**src/rtl/flash_cmd_pkg.sv**
```systemverilog
package flash_cmd_pkg;
  typedef enum logic [1:0] {RD_ARRAY = 2'd0, RD_STATUS = 2'd1, RD_IDENT = 2'd2, RD_QUERY = 2'd3} rd_mode_e;
  typedef enum logic [2:0] {
    OP_PROG = 3'd0, OP_DWPROG = 3'd1, OP_ERASE = 3'd2, OP_OTP = 3'd3,
    OP_LOCK = 3'd4, OP_UNLOCK = 3'd5, OP_LOCKDN = 3'd6
  } op_e;
  typedef enum logic [2:0] {
    S_IDLE, S_ERS, S_PRG, S_DW1, S_DW2, S_LCK, S_BUSY, S_SUSP
  } seq_st_e;

  localparam int unsigned CMD_W = 8;
  localparam logic [CMD_W-1:0] C_ARRAY  = 8'hFF;
  localparam logic [CMD_W-1:0] C_STATUS = 8'h70;
  localparam logic [CMD_W-1:0] C_IDENT  = 8'h90;
  localparam logic [CMD_W-1:0] C_QUERY  = 8'h98;
  localparam logic [CMD_W-1:0] C_CLEAR  = 8'h50;
  localparam logic [CMD_W-1:0] C_SUSP   = 8'hB0;
  localparam logic [CMD_W-1:0] C_CONF   = 8'hD0;
  localparam logic [CMD_W-1:0] C_ERASE  = 8'h20;
  localparam logic [CMD_W-1:0] C_PROG_A = 8'h40;
  localparam logic [CMD_W-1:0] C_PROG_B = 8'h10;
  localparam logic [CMD_W-1:0] C_OTP    = 8'hC0;
  localparam logic [CMD_W-1:0] C_DWPROG = 8'h30;
  localparam logic [CMD_W-1:0] C_LKSET  = 8'h60;
  localparam logic [CMD_W-1:0] C_LKON   = 8'h01;
  localparam logic [CMD_W-1:0] C_LKDN   = 8'h2F;
endpackage

```
**src/rtl/fcu_status.sv**
```systemverilog
module fcu_status (
  input  logic       clk_i,
  input  logic       rst_ni,
  input  logic       clr_i,
  input  logic       set_perr_i,
  input  logic       set_eerr_i,
  input  logic       set_lerr_i,
  input  logic       ready_i,
  input  logic       esus_i,
  input  logic       psus_i,
  output logic [7:0] status_o
);
  logic eerr_q, perr_q, verr_q, lerr_q;

  // Clear has priority; sticky otherwise. Bit 3 has no setter here.
  always_ff @(posedge clk_i or negedge rst_ni) begin
    if (!rst_ni) begin
      eerr_q <= 1'b0;
      perr_q <= 1'b0;
      verr_q <= 1'b0;
      lerr_q <= 1'b0;
    end else if (clr_i) begin
      eerr_q <= 1'b0;
      perr_q <= 1'b0;
      verr_q <= 1'b0;
      lerr_q <= 1'b0;
    end else begin
      eerr_q <= eerr_q | set_eerr_i;
      perr_q <= perr_q | set_perr_i;
      lerr_q <= lerr_q | set_lerr_i;
    end
  end

  assign status_o = {ready_i, esus_i, eerr_q, perr_q, verr_q, psus_i, lerr_q, 1'b0};

  p_clear_r9: assert property (@(posedge clk_i) disable iff (!rst_ni)
    clr_i |=> (status_o[5:3] == 3'b000 && status_o[1] == 1'b0));
  p_sticky_r8: assert property (@(posedge clk_i) disable iff (!rst_ni)
    (status_o[4] && !clr_i) |=> status_o[4]);
  p_lock_needs_err_r8: assert property (@(posedge clk_i) disable iff (!rst_ni)
    set_lerr_i |-> (set_perr_i || set_eerr_i));
endmodule

```
**src/rtl/fcu_seq.sv**
```systemverilog
module fcu_seq
  import flash_cmd_pkg::*;
#(
  parameter int unsigned ADDR_W = 21,
  parameter int unsigned DATA_W = 16
) (
  input  logic              clk_i,
  input  logic              rst_ni,
  input  logic              wr_i,
  input  logic [ADDR_W-1:0] addr_i,
  input  logic [DATA_W-1:0] data_i,
  input  logic              done_i,
  input  logic              fail_i,
  input  logic              lockerr_i,
  output rd_mode_e          rd_sel_o,
  output logic              start_o,
  output op_e               op_o,
  output logic [ADDR_W-1:0] addr_o,
  output logic [DATA_W-1:0] data_o,
  output logic [DATA_W-1:0] data2_o,
  output logic              susp_o,
  output logic              resume_o,
  output logic              busy_o,
  output logic              esus_o,
  output logic              psus_o,
  output logic              clr_o,
  output logic              set_perr_o,
  output logic              set_eerr_o,
  output logic              set_lerr_o
);
  localparam logic [ADDR_W-1:0] PAIR_BIT = ADDR_W'(1);

  seq_st_e st_q, st_d;
  rd_mode_e mode_q, mode_d;
  op_e cur_q, cur_d, opk_d;
  logic esus_d, psus_d, start_d, susp_d, res_d;
  logic [ADDR_W-1:0] a1_q, a1_d, addr_d;
  logic [DATA_W-1:0] d1_q, d1_d, data_d, data2_d;
  logic [CMD_W-1:0] cmd;
  seq_st_e back;

  assign cmd  = data_i[CMD_W-1:0];
  assign back = esus_o ? S_SUSP : S_IDLE;

  always_comb begin
    st_d = st_q; mode_d = mode_q; cur_d = cur_q;
    esus_d = esus_o; psus_d = psus_o;
    a1_d = a1_q; d1_d = d1_q;
    start_d = 1'b0; susp_d = 1'b0; res_d = 1'b0;
    opk_d = op_o; addr_d = addr_o; data_d = data_o; data2_d = data2_o;
    clr_o = 1'b0; set_perr_o = 1'b0; set_eerr_o = 1'b0; set_lerr_o = 1'b0;
    unique case (st_q)
      S_IDLE: if (wr_i) begin
        unique case (cmd)
          C_ARRAY:  mode_d = RD_ARRAY;
          C_STATUS: mode_d = RD_STATUS;
          C_IDENT:  mode_d = RD_IDENT;
          C_QUERY:  mode_d = RD_QUERY;
          C_CLEAR:  clr_o = 1'b1;
          C_ERASE:  st_d = S_ERS;
          C_PROG_A, C_PROG_B: begin st_d = S_PRG; cur_d = OP_PROG; end
          C_OTP:    begin st_d = S_PRG; cur_d = OP_OTP; end
          C_DWPROG: st_d = S_DW1;
          C_LKSET:  st_d = S_LCK;
          default:  mode_d = RD_ARRAY;
        endcase
      end
      S_ERS: if (wr_i) begin
        mode_d = RD_STATUS;
        if (cmd == C_CONF) begin
          start_d = 1'b1; opk_d = OP_ERASE; cur_d = OP_ERASE; addr_d = addr_i; st_d = S_BUSY;
        end else begin
          set_eerr_o = 1'b1; set_perr_o = 1'b1; st_d = S_IDLE;
        end
      end
      S_PRG: if (wr_i) begin
        start_d = 1'b1; opk_d = cur_q; addr_d = addr_i; data_d = data_i;
        mode_d = RD_STATUS; st_d = S_BUSY;
      end
      S_DW1: if (wr_i) begin
        a1_d = addr_i; d1_d = data_i; st_d = S_DW2;
      end
      S_DW2: if (wr_i) begin
        mode_d = RD_STATUS;
        if (addr_i == (a1_q ^ PAIR_BIT)) begin
          start_d = 1'b1; opk_d = OP_DWPROG; cur_d = OP_DWPROG;
          addr_d = a1_q; data_d = d1_q; data2_d = data_i; st_d = S_BUSY;
        end else begin
          set_perr_o = 1'b1; st_d = S_IDLE;
        end
      end
      S_LCK: if (wr_i) begin
        st_d = back; mode_d = RD_STATUS; addr_d = addr_i;
        unique case (cmd)
          C_LKON:  begin start_d = 1'b1; opk_d = OP_LOCK;   end
          C_CONF:  begin start_d = 1'b1; opk_d = OP_UNLOCK; end
          C_LKDN:  begin start_d = 1'b1; opk_d = OP_LOCKDN; end
          default: mode_d = RD_ARRAY;
        endcase
      end
      S_BUSY: begin
        if (done_i) begin
          st_d = back;
          if (fail_i) begin
            if (cur_q == OP_ERASE) set_eerr_o = 1'b1;
            else set_perr_o = 1'b1;
            set_lerr_o = lockerr_i;
          end
        end else if (wr_i && cmd == C_SUSP && !esus_o && cur_q != OP_OTP) begin
          susp_d = 1'b1; st_d = S_SUSP;
          if (cur_q == OP_ERASE) esus_d = 1'b1;
          else psus_d = 1'b1;
        end
      end
      S_SUSP: if (wr_i) begin
        unique case (cmd)
          C_ARRAY:  mode_d = RD_ARRAY;
          C_STATUS: mode_d = RD_STATUS;
          C_IDENT:  mode_d = RD_IDENT;
          C_QUERY:  mode_d = RD_QUERY;
          C_CONF: begin
            res_d = 1'b1; st_d = S_BUSY; mode_d = RD_STATUS;
            if (esus_o) cur_d = OP_ERASE;
            esus_d = 1'b0; psus_d = 1'b0;
          end
          C_PROG_A, C_PROG_B:
            if (esus_o) begin st_d = S_PRG; cur_d = OP_PROG; end
            else mode_d = RD_ARRAY;
          C_LKSET:
            if (esus_o) st_d = S_LCK;
            else mode_d = RD_ARRAY;
          default: mode_d = RD_ARRAY;
        endcase
      end
      default: st_d = S_IDLE;
    endcase
  end

  always_ff @(posedge clk_i or negedge rst_ni) begin
    if (!rst_ni) begin
      st_q <= S_IDLE; mode_q <= RD_ARRAY; cur_q <= OP_PROG;
      esus_o <= 1'b0; psus_o <= 1'b0;
      a1_q <= '0; d1_q <= '0;
      start_o <= 1'b0; susp_o <= 1'b0; resume_o <= 1'b0;
      op_o <= OP_PROG; addr_o <= '0; data_o <= '0; data2_o <= '0;
    end else begin
      st_q <= st_d; mode_q <= mode_d; cur_q <= cur_d;
      esus_o <= esus_d; psus_o <= psus_d;
      a1_q <= a1_d; d1_q <= d1_d;
      start_o <= start_d; susp_o <= susp_d; resume_o <= res_d;
      op_o <= opk_d; addr_o <= addr_d; data_o <= data_d; data2_o <= data2_d;
    end
  end

  assign busy_o   = (st_q == S_BUSY);
  assign rd_sel_o = (st_q == S_IDLE || st_q == S_SUSP) ? mode_q : RD_STATUS;

  p_susp_from_busy_r10: assert property (@(posedge clk_i) disable iff (!rst_ni)
    susp_o |-> (busy_o == 1'b0 && (esus_o || psus_o)));
  p_otp_no_susp_r10: assert property (@(posedge clk_i) disable iff (!rst_ni)
    (busy_o && cur_q == OP_OTP) |=> !susp_o);
  p_susp_flags_r10: assert property (@(posedge clk_i) disable iff (!rst_ni)
    !(esus_o && psus_o));
  p_start_resume_r7: assert property (@(posedge clk_i) disable iff (!rst_ni)
    !(start_o && resume_o));
  p_resume_busy_r11: assert property (@(posedge clk_i) disable iff (!rst_ni)
    resume_o |-> (busy_o && !esus_o && !psus_o));
endmodule

```
**src/rtl/flash_cmd_ui.sv**
```systemverilog
module flash_cmd_ui
  import flash_cmd_pkg::*;
#(
  parameter int unsigned ADDR_W = 21,
  parameter int unsigned DATA_W = 16
) (
  input  logic              clk_i,
  input  logic              rst_ni,
  input  logic              wr_i,
  input  logic [ADDR_W-1:0] addr_i,
  input  logic [DATA_W-1:0] data_i,
  input  logic              ctl_done_i,
  input  logic              ctl_fail_i,
  input  logic              ctl_lock_i,
  output logic [1:0]        rd_sel_o,
  output logic              op_start_o,
  output logic [2:0]        op_code_o,
  output logic [ADDR_W-1:0] op_addr_o,
  output logic [DATA_W-1:0] op_data_o,
  output logic [DATA_W-1:0] op_data2_o,
  output logic              op_suspend_o,
  output logic              op_resume_o,
  output logic [7:0]        status_o
);
  rd_mode_e rd_sel;
  op_e      op_kind;
  logic busy, esus, psus, clr, set_perr, set_eerr, set_lerr;

  fcu_seq #(.ADDR_W(ADDR_W), .DATA_W(DATA_W)) u_seq (
    .clk_i, .rst_ni, .wr_i, .addr_i, .data_i,
    .done_i(ctl_done_i), .fail_i(ctl_fail_i), .lockerr_i(ctl_lock_i),
    .rd_sel_o(rd_sel), .start_o(op_start_o), .op_o(op_kind),
    .addr_o(op_addr_o), .data_o(op_data_o), .data2_o(op_data2_o),
    .susp_o(op_suspend_o), .resume_o(op_resume_o),
    .busy_o(busy), .esus_o(esus), .psus_o(psus),
    .clr_o(clr), .set_perr_o(set_perr), .set_eerr_o(set_eerr), .set_lerr_o(set_lerr)
  );

  fcu_status u_status (
    .clk_i, .rst_ni, .clr_i(clr),
    .set_perr_i(set_perr), .set_eerr_i(set_eerr), .set_lerr_i(set_lerr),
    .ready_i(!busy), .esus_i(esus), .psus_i(psus), .status_o
  );

  assign rd_sel_o  = rd_sel;
  assign op_code_o = op_kind;

  p_busy_reads_status_r7: assert property (@(posedge clk_i) disable iff (!rst_ni)
    !status_o[7] |-> (rd_sel_o == 2'd1));
  p_start_kind_r4: assert property (@(posedge clk_i) disable iff (!rst_ni)
    op_start_o |-> (op_code_o != 3'd7));
endmodule

```
**config.mk**
```make
export PLATFORM = sky130hd
export DESIGN_NAME = flash_cmd_ui
export DESIGN_NICKNAME = d
export VERILOG_FILES = /design/src/rtl/flash_cmd_pkg.sv /design/src/rtl/fcu_status.sv /design/src/rtl/fcu_seq.sv /design/src/rtl/flash_cmd_ui.sv
export SDC_FILE = /design/constraint.sdc
export NUM_CORES = 1
export LEC_CHECK = 0
export BUFFER_PORTS_ARGS = -buffer_cell sky130_fd_sc_hd__clkbuf_2
export CORE_ASPECT_RATIO = 0.6
export CORE_MARGIN = 2
export CORE_UTILIZATION = 40
export CTS_CLUSTER_SIZE = 24
export DETAILED_ROUTE_END_ITERATION = 16
export PLACE_DENSITY = 0.58
export SYNTH_ARGS = -nofsm -noshare
export SYNTH_HDL_FRONTEND = slang
export SYNTH_SLANG_ARGS = --single-unit
export TNS_END_PERCENT = 100
```
**constraint.sdc**
```tcl
create_clock -name clk_i -period 2.6 [get_ports clk_i]
set_input_delay 0.52 -clock clk_i [delete_from_list [all_inputs] [get_ports clk_i]]
set_output_delay 0.52 -clock clk_i [all_outputs]
set_load 0.005 [all_outputs]
```
* Word-level counts from Yosys, hierarchy flattened
Cells that the tools add are included.
** Word-level totals
- Flip-flop bits (word level) :: 109
- Bits of input ports :: 43
- Output and inout bits :: 69
** Cells by class
- Equality and inequality tests :: 51
- Muxes and demuxes :: 94
- Bitwise gates (word level) :: 4
- Reductions and logical operators :: 31
** Operator list (count)
- $mux 21 :: 5
- $mux 3 :: 23
- $pmux 21 s3 :: 1
- $mux 16 :: 3
- $eq 8x8->1 const B :: 5
- $mux 1 :: 39
- $pmux 3 s4 :: 3
- $eq 8x7->1 const B :: 4
- $pmux 16 s2 :: 1
- $eq 8x6->1 const B :: 3
- $pmux 2 s4 :: 3
- $pmux 3 s8 :: 1
- $eq 21x21->1 :: 1
- $ne 2x2->1 const B :: 10
- $ne 3x2->1 const B :: 6
- $pmux 3 s3 :: 2
- $reduce_and 6->1 :: 3
- $ne 2x1->1 const B :: 7
- $eq 3x3->1 const B :: 4
- $mux 2 :: 6
- $pmux 3 s2 :: 2
- $reduce_and 12->1 :: 1
- $reduce_bool 4->1 :: 3
- $reduce_or 3->1 :: 4
- other kinds (27) :: 40

* Longest topological paths before layout
Gate-level depths: netlist (run 1).
- Depth in word-level cells :: 7
- Gate-level depth with buffers :: 8
- Depth with buffers taken out :: 6

* Modules after synthesis
Synthesis (run 1) repeated with hierarchy kept, for this count alone.
** Unflattened totals
- Cells, all modules :: 471
- Area total of the unflattened synthesis :: 5718.0 um^2
** By module, submodules not included
- fcu_seq :: instances 1, cells each 455, area an instance 5545.3 um^2
- fcu_status :: instances 1, cells each 15, area an instance 168.9 um^2
- flash_cmd_ui :: instances 1, cells each 1, area an instance 3.8 um^2

* Worst setup path before layout (run 1)
No wires, ideal clock.
- Path type :: in2reg
- Start :: in data_i[6]
- End :: reg u_seq.st_q[0]
- Arrival time :: 2383 ps
- Data required time :: 2475 ps
- Slack :: 92 ps
- Stages :: 6
- Cells stage by stage :: clkbuf_1 -> or4bb_1 -> a2111oi_4 -> o32ai_1 -> or4_4 -> mux2_4
** On the way
- Longest elaborated chain between the ends :: 6
- Elaborated cells between the ends (all ways) :: 24
** Ends and longest elaborated chain
- start, declared :: line flash_cmd_ui.sv:11 : input logic [DATA_W-1:0] data_i,
- parallel branches: the longest is 6 deep, another holds $eq 8x8->1
- end signal, assigned :: line fcu_seq.sv:147 : st_q <= st_d; mode_q <= mode_d; cur_q <= cur_d;
- end, declared :: line fcu_seq.sv:33 : seq_st_e st_q, st_d;
Parallel ways; which one is timed is not known. The select of a mux whose other input is x is not followed.
A chain may end at the register's enable or synchronous reset.

* Worst setup path after layout (run 1)
- Start :: reg u_seq.a1_q[10]
- End :: reg u_seq.addr_o[14]
** On the way
- Longest elaborated chain between the ends :: 3
** Ends and longest elaborated chain
- start, declared :: line fcu_seq.sv:37 : logic [ADDR_W-1:0] a1_q, a1_d, addr_d;
- start signal, assigned :: line fcu_seq.sv:143 : a1_q <= '0; d1_q <= '0;
- start signal, assigned :: line fcu_seq.sv:149 : a1_q <= a1_d; d1_q <= d1_d;
- $eq 21x21->1 :: line fcu_seq.sv:85 : if (addr_i == (a1_q ^ PAIR_BIT)) begin
- $ne 2x1->1 (no source line)
- $reduce_and 6->1 (no source line)
- end signal, assigned :: line fcu_seq.sv:151 : op_o <= opk_d; addr_o <= addr_d; data_o <= data_d; data2_o <= data2_d;
- end, declared :: line fcu_seq.sv:18 : output logic [ADDR_W-1:0] addr_o,
Every way passes these cells.

==> results of run 1 <==
## layer usage
metal / vias up / track usage (%)
li1: 1969 / -
met1: 2037 / 30.7
met2: 135 / 27.3
met3: 8 / 5.86
met4: 0 / 3.67
met5: - / 0
## final cells by class
cell class	count	area (µm²)	share of cell area (%)
sequential	108	2700	39.4
timing repair buffer	156	942	13.7
tap	175	219	3.19
inverter	11	41.3	0.602
clock buffer	10	229	3.34
multi-input combinational	318	2680	39.0
clock inverter	6	47.5	0.693
## cells in the mapped netlist (2+ instances only)
| cell type | count |
|---|---|
| o31ai_1 | 2 |
| nor4_1 | 7 |
| clkbuf_1 | 19 |
| xnor2_1 | 19 |
| and4_1 | 2 |
| a31oi_1 | 6 |
| or3_1 | 2 |
| a21oi_1 | 15 |
| nand2b_1 | 4 |
| nor3_1 | 5 |
| buf_4 | 8 |
| a211o_1 | 3 |
| nor2b_1 | 5 |
| o21ai_1 | 2 |
| nand3_1 | 7 |
| dfrtp_1 | 108 |
| nor2_1 | 19 |
| o2111ai_1 | 2 |
| inv_1 | 11 |
| nand4_1 | 8 |
| and3_1 | 2 |
| mux2_4 | 3 |
| a21boi_1 | 2 |
| o21ai_0 | 17 |
| a22oi_1 | 2 |
| o21a_1 | 2 |
| or4_4 | 2 |
| mux2_2 | 79 |
| nand2_1 | 25 |
| buf_1 | 4 |
| and2_1 | 3 |
| mux2_1 | 47 |
| xor2_1 | 4 |
| buf_2 | 3 |
| o22ai_1 | 2 |
## kinds of logic after synthesis
logic type | count (synthesis) | synth area share, %
buf+inv | 45 | 3.66
compound gates | 64 | 7.61
xor+xnor | 23 | 3.63
mux | 130 | 26.6
flops | 108 | 48.8
simple gates | 98 | 9.50
fa+ha+maj | 1 | 0.181
other cells | 1 | 0.0677
## worst paths after layout
kind | from | endpoint | cells past startpoint
max | u_seq.a1_q[10]$_DFFE_PN0P_ | u_seq.addr_o[14]$_DFFE_PN0P_ | 8
min | rst_ni | u_seq.addr_o[20]$_DFFE_PN0P_ | 1
max reg2reg | u_seq.a1_q[10]$_DFFE_PN0P_ | u_seq.addr_o[14]$_DFFE_PN0P_ | 8
min reg2reg | u_seq.addr_o[10]$_DFFE_PN0P_ | u_seq.addr_o[10]$_DFFE_PN0P_ | 1
max in group asynchronous | rst_ni | u_seq.cur_q[0]$_DFFE_PN0P_ | 2
min in group clk_i | data_i[14] | u_seq.data2_o[14]$_DFFE_PN0P_ | 2
## through the flow
stage / util, % / hold WS [ns] / std cells / worst slack, ns / area (µm²)
floorplan: - / 0.224 / 471 / 0.0921 / 5550
detailed placement: 48.2 / 0.470 / 767 / -0.214 / 6550
global route: 50.5 / 0.127 / 784 / 0.0352 / 6860
global placement: 48.2 / 0.462 / 767 / -0.243 / 6550
finish: 50.5 / 0.110 / 784 / 0.174 / 6860
CTS: 50.3 / 0.115 / 783 / 0.0116 / 6830
## sequential cells by signal, indices dropped and copies added, names as in the netlist, 2 cells and up
| name | count |
|---|---|
| u_seq.a1_q | 21 |
| u_seq.addr_o | 21 |
| u_seq.d1_q | 16 |
| u_seq.data2_o | 16 |
| u_seq.data_o | 16 |
| u_seq.op_o | 3 |
| u_seq.st_q | 3 |
| u_seq.cur_q | 2 |
| u_seq.mode_q | 2 |
## report_power, final
part	total (mW)	leakage, nW	internal (mW)	switching (mW)
Clock	1.29	0.139	0.661	0.625
Sequential	2.80	1.35	2.34	0.464
Combinational	2.92	1.74	1.55	1.37
Total	7.01	3.23	4.55	2.46
==> summary.txt, run 1 <==
outcome = completed
antenna violations before repair = 0
setup TNS = 0 ns
max-slew violation count = 0
critical path endpoint category = flip-flop
Die Ht = 95.2 µm
1st-iter DRT viols = 293
RSZ-0062 raised after global routing = no
initial core utilization = 40.8%
area leader, netlist = dfrtp_1
Post-Route M1 WL = 7480 µm
Critical Path Source Type = flip-flop
Avg WL per Cell = 18.2 µm
Root Buffer = clkbuf_16
clk_lat worst skew = 0.35 ns
via/cell ratio = 5.29
DIE AREA = 14,800 µm²
CTS max path bufs = 2
Max VDD drop = 0.387 mV
Required @ worst endpoint = 2.83 ns
clock-pin slew on the worst setup and hold paths = 0.08 ns
EDFF count, synth = 0
PortBufs = 109
Syn Inst Count = 470
DR pass1 iterations = 6
DR top layer = met4
cts repair resizes = 0
DR WL met3 = 1060 µm
Seq/Total Area, Yosys = 48.8%
PD cells = 1020 nW/µm²
post-CTS setup buffer count = 0
clock buffer count from CTS = 9
Area Growth Syn to Fin = 23.7%
flops & latches, synth = 108
DRC errors left = 0
max incr delay on CP = 0.41 ns
share of the synthesized area in the top cell type = 48.8%
cts hold-fix bufs = 0
Die X = 156 µm
vias in the first global route = 4,032
nets = 647
post-synthesis instance area = 5540 µm²
total power = 7.01 mW
n_diodes = 0
DRT Wirelength = 14,200 µm
most frequent cells in the layout = clkbuf_2, dfrtp_1, mux2_2
Placer Congestion = 0.951
Worst Skew = 0.0136 ns
layout cell share with drive strength beyond 1 = 42.9%
hpwl dp = 10,600 µm
Synth Flop Type = dfrtp_1
Fillers = 1,248
largest net degree at the start of global routing = 38
CTS tree = built
critical-path cell list = xnor2_1 > nand4_1 > nor4_2 > buf_4 > a21boi_1 > nor4_4 > clkbuf_4 > mux2_1
worst path buffer plus inverter count = 2
CP Class = flip-flop to flip-flop
Worst Tran Pin Value = 0.574 ns
met2 routed WL = 5610 µm
Max-Cap Viols = 0
synthesized area per cell = 11.8 µm²
cell family with most CP delay = simple AND/OR/NAND/NOR gates
routed via count = 4,149
Finish-stage setup viols = 0
first-pass GRT wire length = 22,300 µm
ys async rst share = 100%
Sink Count = 108
Rows = 33
All-Layer GR Usage = 19.9%
htree depth = 3
Worst Hold Class = primary input to async pin
Distinct cells, synth = 54
Max-slew headroom = 61.4%
Crit path arrival time = 2.66 ns
antenna-violating nets left = 0
Worst path slowest cell = dfrtp_1
final period utilization = 93.3%
leakage = 3.23 nW
worst-path fanout max = 6
Worst R2R Setup Slack = 0.17 ns
min Tclk post-route = 2.43 ns
Synth Warn # = 0
Core ar. = 13,600 µm²
total gr overflow = 0
Achievable Freq = 412 MHz
final hold violations = 0
I/O Pins = 112
top post-synthesis cells by area = dfrtp_1, mux2_2, mux2_1, xnor2_1, nand2_1
Note: power is estimated with default switching activity, not from simulation.
==> inputs of run 2 (changes only) <==
- CORE_UTILIZATION: 40 -> 55
- PLACE_DENSITY: 0.58 -> 0.77
==> run 2 against run 1 <==
Against the previous run:
- die area decreased by 26%
- global-route usage increased by 7.3 points
- core utilization increased by 19 points
- via count increased by 0.82%
- wire length decreased by 0.88%
- clock skew decreased by 0.0028 ns
- sequential share of layout area increased by 0.24 points
- clock power increased by 9%
- worst hold slack got worse by 0.051 ns
- first-iteration DRC count increased by 6.5%
- critical path depth decreased by 3
- critical path type is now flip-flop to output port
- critical endpoint is now rd_sel_o[1]
==> summary.txt, run 2 (same netlist as run 1, synthesis figures left out) <==
Rows = 28 (-15%)
Worst Tran Pin Value = 0.502 ns (-0.0722 ns)
Achievable Freq = 412 MHz (about the same)
largest net degree at the start of global routing = 56 (+47%)
routed via count = 4,183 (+0.82%)
Placer Congestion = 0.962 (+1.1%)
I/O Pins = 112 (unchanged)
clock buffer count from CTS = 9 (unchanged)
cts hold-fix bufs = 0 (unchanged)
Worst Hold Class = primary input to async pin
setup ws final = 0.174 ns (-0.000435 ns)
Area Growth Syn to Fin = 23.0%
dpl cells = 726 (-5.3%)
setup TNS = 0 ns (unchanged)
WHS = 0.0595 ns (-0.0506 ns)
Die X = 134 µm (-14%)
worst-path fanout max = 11 (+5)
Root Buffer = clkbuf_16
Finish-stage setup viols = 0 (unchanged)
htree depth = 3 (unchanged)
Core ar. = 9840 µm² (-28%)
PD cells = 1040 nW/µm² (+2.2%)
min Tclk post-route = 2.43 ns (+0.000435 ns)
Max-Cap Viols = 0 (unchanged)
clk_lat worst skew = 0.36 ns (about the same)
cell family with most CP delay = simple AND/OR/NAND/NOR gates
Critical Path Source Type = flip-flop
PortBufs = 109 (unchanged)
WP depth = 5 (-3)
Worst path slowest cell = dfrtp_1
Reg2Reg Depth = 8 (unchanged)
final hold violations = 0 (unchanged)
antenna-violating nets left = 0 (unchanged)
outcome = completed
post-CTS setup buffer count = 0 (unchanged)
critical path endpoint category = output port
hpwl dp = 10,700 µm (+0.61%)
via/cell ratio = 5.64 (+6.5%)
DRT Wirelength = 14,100 µm (-0.88%)
most frequent cells in the layout = clkbuf_2, dfrtp_1, mux2_2
final period utilization = 93.3% (about the same)
total gr overflow = 0 (unchanged)
n_diodes = 0 (unchanged)
CTS max path bufs = 2 (unchanged)
total power = 7.12 mW (+1.6%)
DRC errors left = 0 (unchanged)
DIE AREA = 10,900 µm² (-26%)
Top Registers = u_seq.a1_q (21), u_seq.addr_o (21)
CTS tree = built
Die Ht = 81.8 µm (-14%)
DR pass1 iterations = 5 (-1)
Max VDD drop = 0.490 mV (+27%)
post-place setup slack = -0.124 ns (+0.0904 ns)
clock-pin slew on the worst setup and hold paths = 0.08 ns (about the same)
RSZ-0062 raised after global routing = no
first-pass GRT wire length = 22,400 µm (+0.74%)
Sink Count = 108 (unchanged)
Avg WL per Cell = 19.0 µm (+4.7%)
nets = 645 (-0.31%)
Worst Skew = 0.0108 ns (-0.00278 ns)
initial core utilization = 56.3% (+16 points)
vias in the first global route = 4,151 (+3.0%)
Required @ worst endpoint = 2.08 ns (-0.75 ns)
antenna violations before repair = 0 (unchanged)
Fillers = 757 (-39%)
max incr delay on CP = 0.51 ns (+0.10 ns)
max-slew violation count = 0 (unchanged)
worst path buffer plus inverter count = 2 (unchanged)
Final Non-Filler Cells = 742 (-5.4%)
critical-path cell list = buf_4 > or3_1 > nand2_1 > and2_1 > clkbuf_2
Crit path arrival time = 1.91 ns (-0.75 ns)
All-Layer GR Usage = 27.1% (+7.3 points)
Max-slew headroom = 66.3% (+4.9 points)
1st-iter DRT viols = 312 (+6.5%)
layout cell share with drive strength beyond 1 = 42.8% (about the same)
leakage = 3.23 nW (about the same)
CP Class = flip-flop to output port
==> run 2: per-stage QoR <==
| stage | utilization (%) | cell area (µm²) |
|---|---|---|
| 5_1_grt | 69.2 | 6820 |
| 3_5_place_dp | 66.0 | 6500 |
| 4_1_cts | 69.1 | 6810 |
| 2_1_floorplan | - | 5550 |
| 6_report | 69.2 | 6820 |
| 3_3_place_gp | 66.0 | 6500 |
==> run 2: worst register-to-register path: cells and delay by family (launching register included) <==
kind / cells / cell delay, ns
muxes: 1 / 0.35
buffers and inverters: 2 / 0.44
DFF: 1 / 0.41
xor gates and xnor gates: 1 / 0.19
and+or+nand+nor: 3 / 0.76
AOI/OAI and AO/OA: 1 / 0.13
==> run 2: path summary, 6_finish.rpt <==
path	start	end	slack [ns]
max	u_seq.st_q[2]$_DFFE_PN0P_	rd_sel_o[1]	0.17
min	rst_ni	u_seq.a1_q[13]$_DFFE_PN0P_	0.06
max reg2reg	u_seq.a1_q[0]$_DFFE_PN0P_	u_seq.addr_o[13]$_DFFE_PN0P_	0.21
min reg2reg	u_seq.op_o[0]$_DFFE_PN0P_	u_seq.op_o[0]$_DFFE_PN0P_	0.49
max in group asynchronous	rst_ni	u_seq.data_o[2]$_DFFE_PN0P_	1.83
min in group clk_i	data_i[13]	u_seq.data2_o[13]$_DFFE_PN0P_	0.40
==> run 2: per-layer routing <==
layer,vias up,part of all wire [%],track usage [%]
li1,1953,-,-
met1,2042,47,39.8
met2,176,43,39.7
met3,12,9.1,8.58
met4,0,0.89,5.64
met5,-,0,0
==> run 2: cell type report <==
type,count,area [µm²],share of cell area (%)
sequential,108,2700,39.7
multi-input combinational,318,2670,39.1
timing repair buffer,154,927,13.6
clock buffer,9,225,3.30
tap,135,169,2.48
clock inverter,7,83.8,1.23
inverter,11,41.3,0.606
==> run 2: repair_timing <==
item	CTS	global route
endpoints found under the hold margin	0	0
setup endpoints to repair	0	22
gates resized for setup	0	2
==> run 2: report_power, final <==
group	internal, mW	leakage [nW]	switching [mW]	total [mW]
combinational	1.53	1.73	1.37	2.90
sequential	2.34	1.35	0.489	2.83
clock	0.693	0.151	0.704	1.40
==> inputs of run 3 (changes only) <==
- ABC_AREA: default -> 1
- PLACE_DENSITY: 0.77 -> 0.76
==> run 3 against run 2 <==
Against the previous run:
- worst hold slack improved by 0.047 ns
- synthesized cell count increased by 69%
- setup slack gained 0.12 ns
- clock skew is essentially flat
- combinational power increased by 3%
- design area increased by 2.3%
- core utilization down 4.1 points
- first-iteration DRC count grew 9.6%
- non-clock buffer count is 37 lower
- global-route usage decreased by 1.3 points
- via count up 27%
- final cell count is 39% higher
- critical path type unchanged
- critical endpoint unchanged
==> summary.txt, run 3 <==
Synth Warn # = 0 (unchanged)
PD cells = 1010 nW/µm² (-3.3%)
dpl cells = 1,014 (+40%)
largest net degree at the start of global routing = 75 (+34%)
clock-pin slew on the worst setup and hold paths = 0.08 ns (about the same)
critical path endpoint category = output port
sequential share of power = 38.6% (-1.1 points)
main combinational cell family by area after synthesis = simple AND/OR/NAND/NOR gates
most frequent cells after synthesis = nand2_1, dfrtp_1, inv_1, o21ai_0, o21ai_2
nets = 929 (+44%)
Area Growth Syn to Fin = 13.5%
P_sw = 2.98 mW (+16%)
Max VDD drop = 0.513 mV (+4.8%)
cts repair resizes = 0 (unchanged)
CTS max path bufs = 2 (unchanged)
vias in the first global route = 4,857 (+17%)
post-place setup slack = 0.247 ns (+0.371 ns)
n_diodes = 0 (unchanged)
top post-synthesis cells by area = dfrtp_1, nand2_1, o21ai_2, o21ai_0, inv_1
setup TNS = 0 ns (unchanged)
Syn Inst Count = 795 (+69%)
Die Ht = 85.9 µm (+5.0%)
Max-Cap Viols = 0 (unchanged)
Avg WL per Cell = 14.3 µm (-25%)
most frequent cells in the layout = nand2_1, clkbuf_2, dfrtp_1
All-Layer GR Usage = 25.8% (-1.3 points)
hpwl dp = 11,000 µm (+2.8%)
Max-slew headroom = 57.5% (-8.8 points)
CP Class = flip-flop to output port
Achievable Freq = 433 MHz (+5.1%)
layout cell share with drive strength beyond 1 = 29.6% (-13 points)
leakage = 3.79 nW (+17%)
Compound-Gate Fraction of Synth Area = 16.1% (+8.5 points)
Placer Congestion = 0.909 (-5.5%)
Top Registers = u_seq.a1_q (21), u_seq.addr_o (21)
Finish-stage setup viols = 0 (unchanged)
flops & latches, synth = 108 (unchanged)
setup ws final = 0.291 ns (+0.117 ns)
met2 routed WL = 6080 µm (+0.93%)
initial core utilization = 57.4% (+1.1 points)
most numerous cell in the Yosys netlist = nand2_1
DRC errors left = 0 (unchanged)
RSZ-0062 raised after global routing = no
post-synthesis instance area = 6140 µm² (+11%)
DRT Wirelength = 14,700 µm (+4.3%)
htree depth = 3 (unchanged)
PortBufs = 109 (unchanged)
Worst Hold Class = primary input to async pin
Clock Power Share = 18.9% (-0.7 points)
Seq/Total Area, Yosys = 44.0% (-4.8 points)
Core ar. = 10,700 µm² (+8.7%)
total power = 7.05 mW (-1.1%)
Logic pwr share = 42.5% (+1.8 points)
Critical Path Source Type = flip-flop
Pint = 4.07 mW (-11%)
Final Non-Filler Cells = 1,029 (+39%)
total gr overflow = 0 (unchanged)
max-slew violation count = 0 (unchanged)
synthesized area per cell = 7.73 µm² (-34%)
outcome = completed
EDFF count, synth = 0 (unchanged)
CTS tree = built
Post-Route M1 WL = 7430 µm (+11%)
DR pass1 iterations = 5 (unchanged)
Root Buffer = clkbuf_16
Worst Skew = 0.0109 ns (+0.0000540 ns)
Rows = 29 (+3.6%)
commonest non-fill, non-tap cell in the layout = nand2_1
clk_lat worst skew = 0.35 ns (about the same)
post-synthesis xor/xnor area fraction = 0.285% (-3.3 points)
1st-iter DRT viols = 342 (+9.6%)
worst-path fanout max = 9 (-2)
I/O Pins = 112 (unchanged)
via/cell ratio = 5.17 (-8.4%)
post-synthesis adder-cell area fraction = 0% (-0.18 points)
simple-gate share of the synthesized area = 27.9% (+18 points)
Sw Ratio = 42.3% (+6.4 points)
cts hold-fix bufs = 0 (unchanged)
antenna violations before repair = 0 (unchanged)
final period utilization = 88.8% (-4.5 points)
routed via count = 5,316 (+27%)
DR top layer = met4
min Tclk post-route = 2.31 ns (-0.117 ns)
clock buffer count from CTS = 9 (unchanged)
multiplexer area fraction after synthesis = 0% (-27 points)
WHS = 0.106 ns (+0.0466 ns)
DIE AREA = 12,100 µm² (+10%)
ys async rst share = 100% (unchanged)
Worst Tran Pin Value = 0.637 ns (+0.135 ns)
DR WL met3 = 1140 µm (-11%)
first-pass GRT wire length = 24,800 µm (+10%)
Die X = 140 µm (+5.1%)
Crit path arrival time = 1.79 ns (-0.12 ns)
Required @ worst endpoint = 2.08 ns (about the same)
Synth Flop Type = dfrtp_1
area leader, netlist = dfrtp_1
share of the synthesized area in the top cell type = 44.0% (-4.8 points)
post-CTS setup buffer count = 0 (unchanged)
final hold violations = 0 (unchanged)
Distinct cells, synth = 35 (-35%)
antenna-violating nets left = 0 (unchanged)
Sink Count = 108 (unchanged)
run 3: cell type report:
class	instances	area, µm²
clock inverters	6	61.3
inverters	118	445
repair buffers	117	633
fillers	915	3730
clock buffers	9	225
flip-flops and latches	108	2700
well taps	139	174
multi-input cells	532	2730
run 3: final timing paths:
check | from | end | slack, ns | cells past startpoint
min in group clk_i | data_i[10] | u_seq.data2_o[10]$_DFFE_PN0P_ | 0.44 | 3
min reg2reg | u_seq.d1_q[0]$_DFFE_PN0P_ | u_seq.d1_q[0]$_DFFE_PN0P_ | 0.48 | 2
max | u_seq.st_q[1]$_DFFE_PN0P_ | rd_sel_o[1] | 0.29 | 5
max reg2reg | u_seq.st_q[1]$_DFFE_PN0P_ | u_seq.addr_o[20]$_DFFE_PN0P_ | 0.39 | 9
min | rst_ni | u_seq.a1_q[3]$_DFFE_PN0P_ | 0.11 | 1
max in group asynchronous | rst_ni | u_seq.data_o[11]$_DFFE_PN0P_ | 1.73 | 2
run 3: power groups by stage:
stage,logic [mW],clock network [mW],registers (mW)
floorplan,2.26,0,2.65
global placement,2.95,0,2.71
detailed placement,3.00,0,2.74
CTS,3.02,1.36,2.71
global route,3.44,1.44,2.80
finish,3.00,1.33,2.72
run 3: metrics by stage:
| stage | cell area [µm²] | utilization, % |
|---|---|---|
| 2_1_floorplan | 6150 | - |
| 6_report | 6970 | 65.1 |
| 5_1_grt | 6970 | 65.1 |
| 4_1_cts | 6970 | 65.1 |
| 3_5_place_dp | 6680 | 62.4 |
| 3_3_place_gp | 6680 | 62.4 |
run 3: critical path: stages, from the launching register on:
cell	delay, ns
dfrtp_1	0.62
nand3_1	0.31
inv_2	0.21
nor2_1	0.08
nor2_1	0.09
clkbuf_2	0.13
run 3: kinds of logic (layout without fill, tap and decap cells):
group	Yosys count	count (layout)
flops	108	108
other cells	1	2
compound gates	156	156
simple gates	372	372
xor+xnor	2	2
buf+inv	156	250
run 3: layer usage:
| layer | vias to the layer above | global-route usage, % |
|---|---|---|
| met5 | - | 0 |
| met1 | 2418 | 40.9 |
| met2 | 224 | 36.5 |
| li1 | 2668 | - |
| met3 | 6 | 5.53 |
| met4 | 0 | 4.68 |
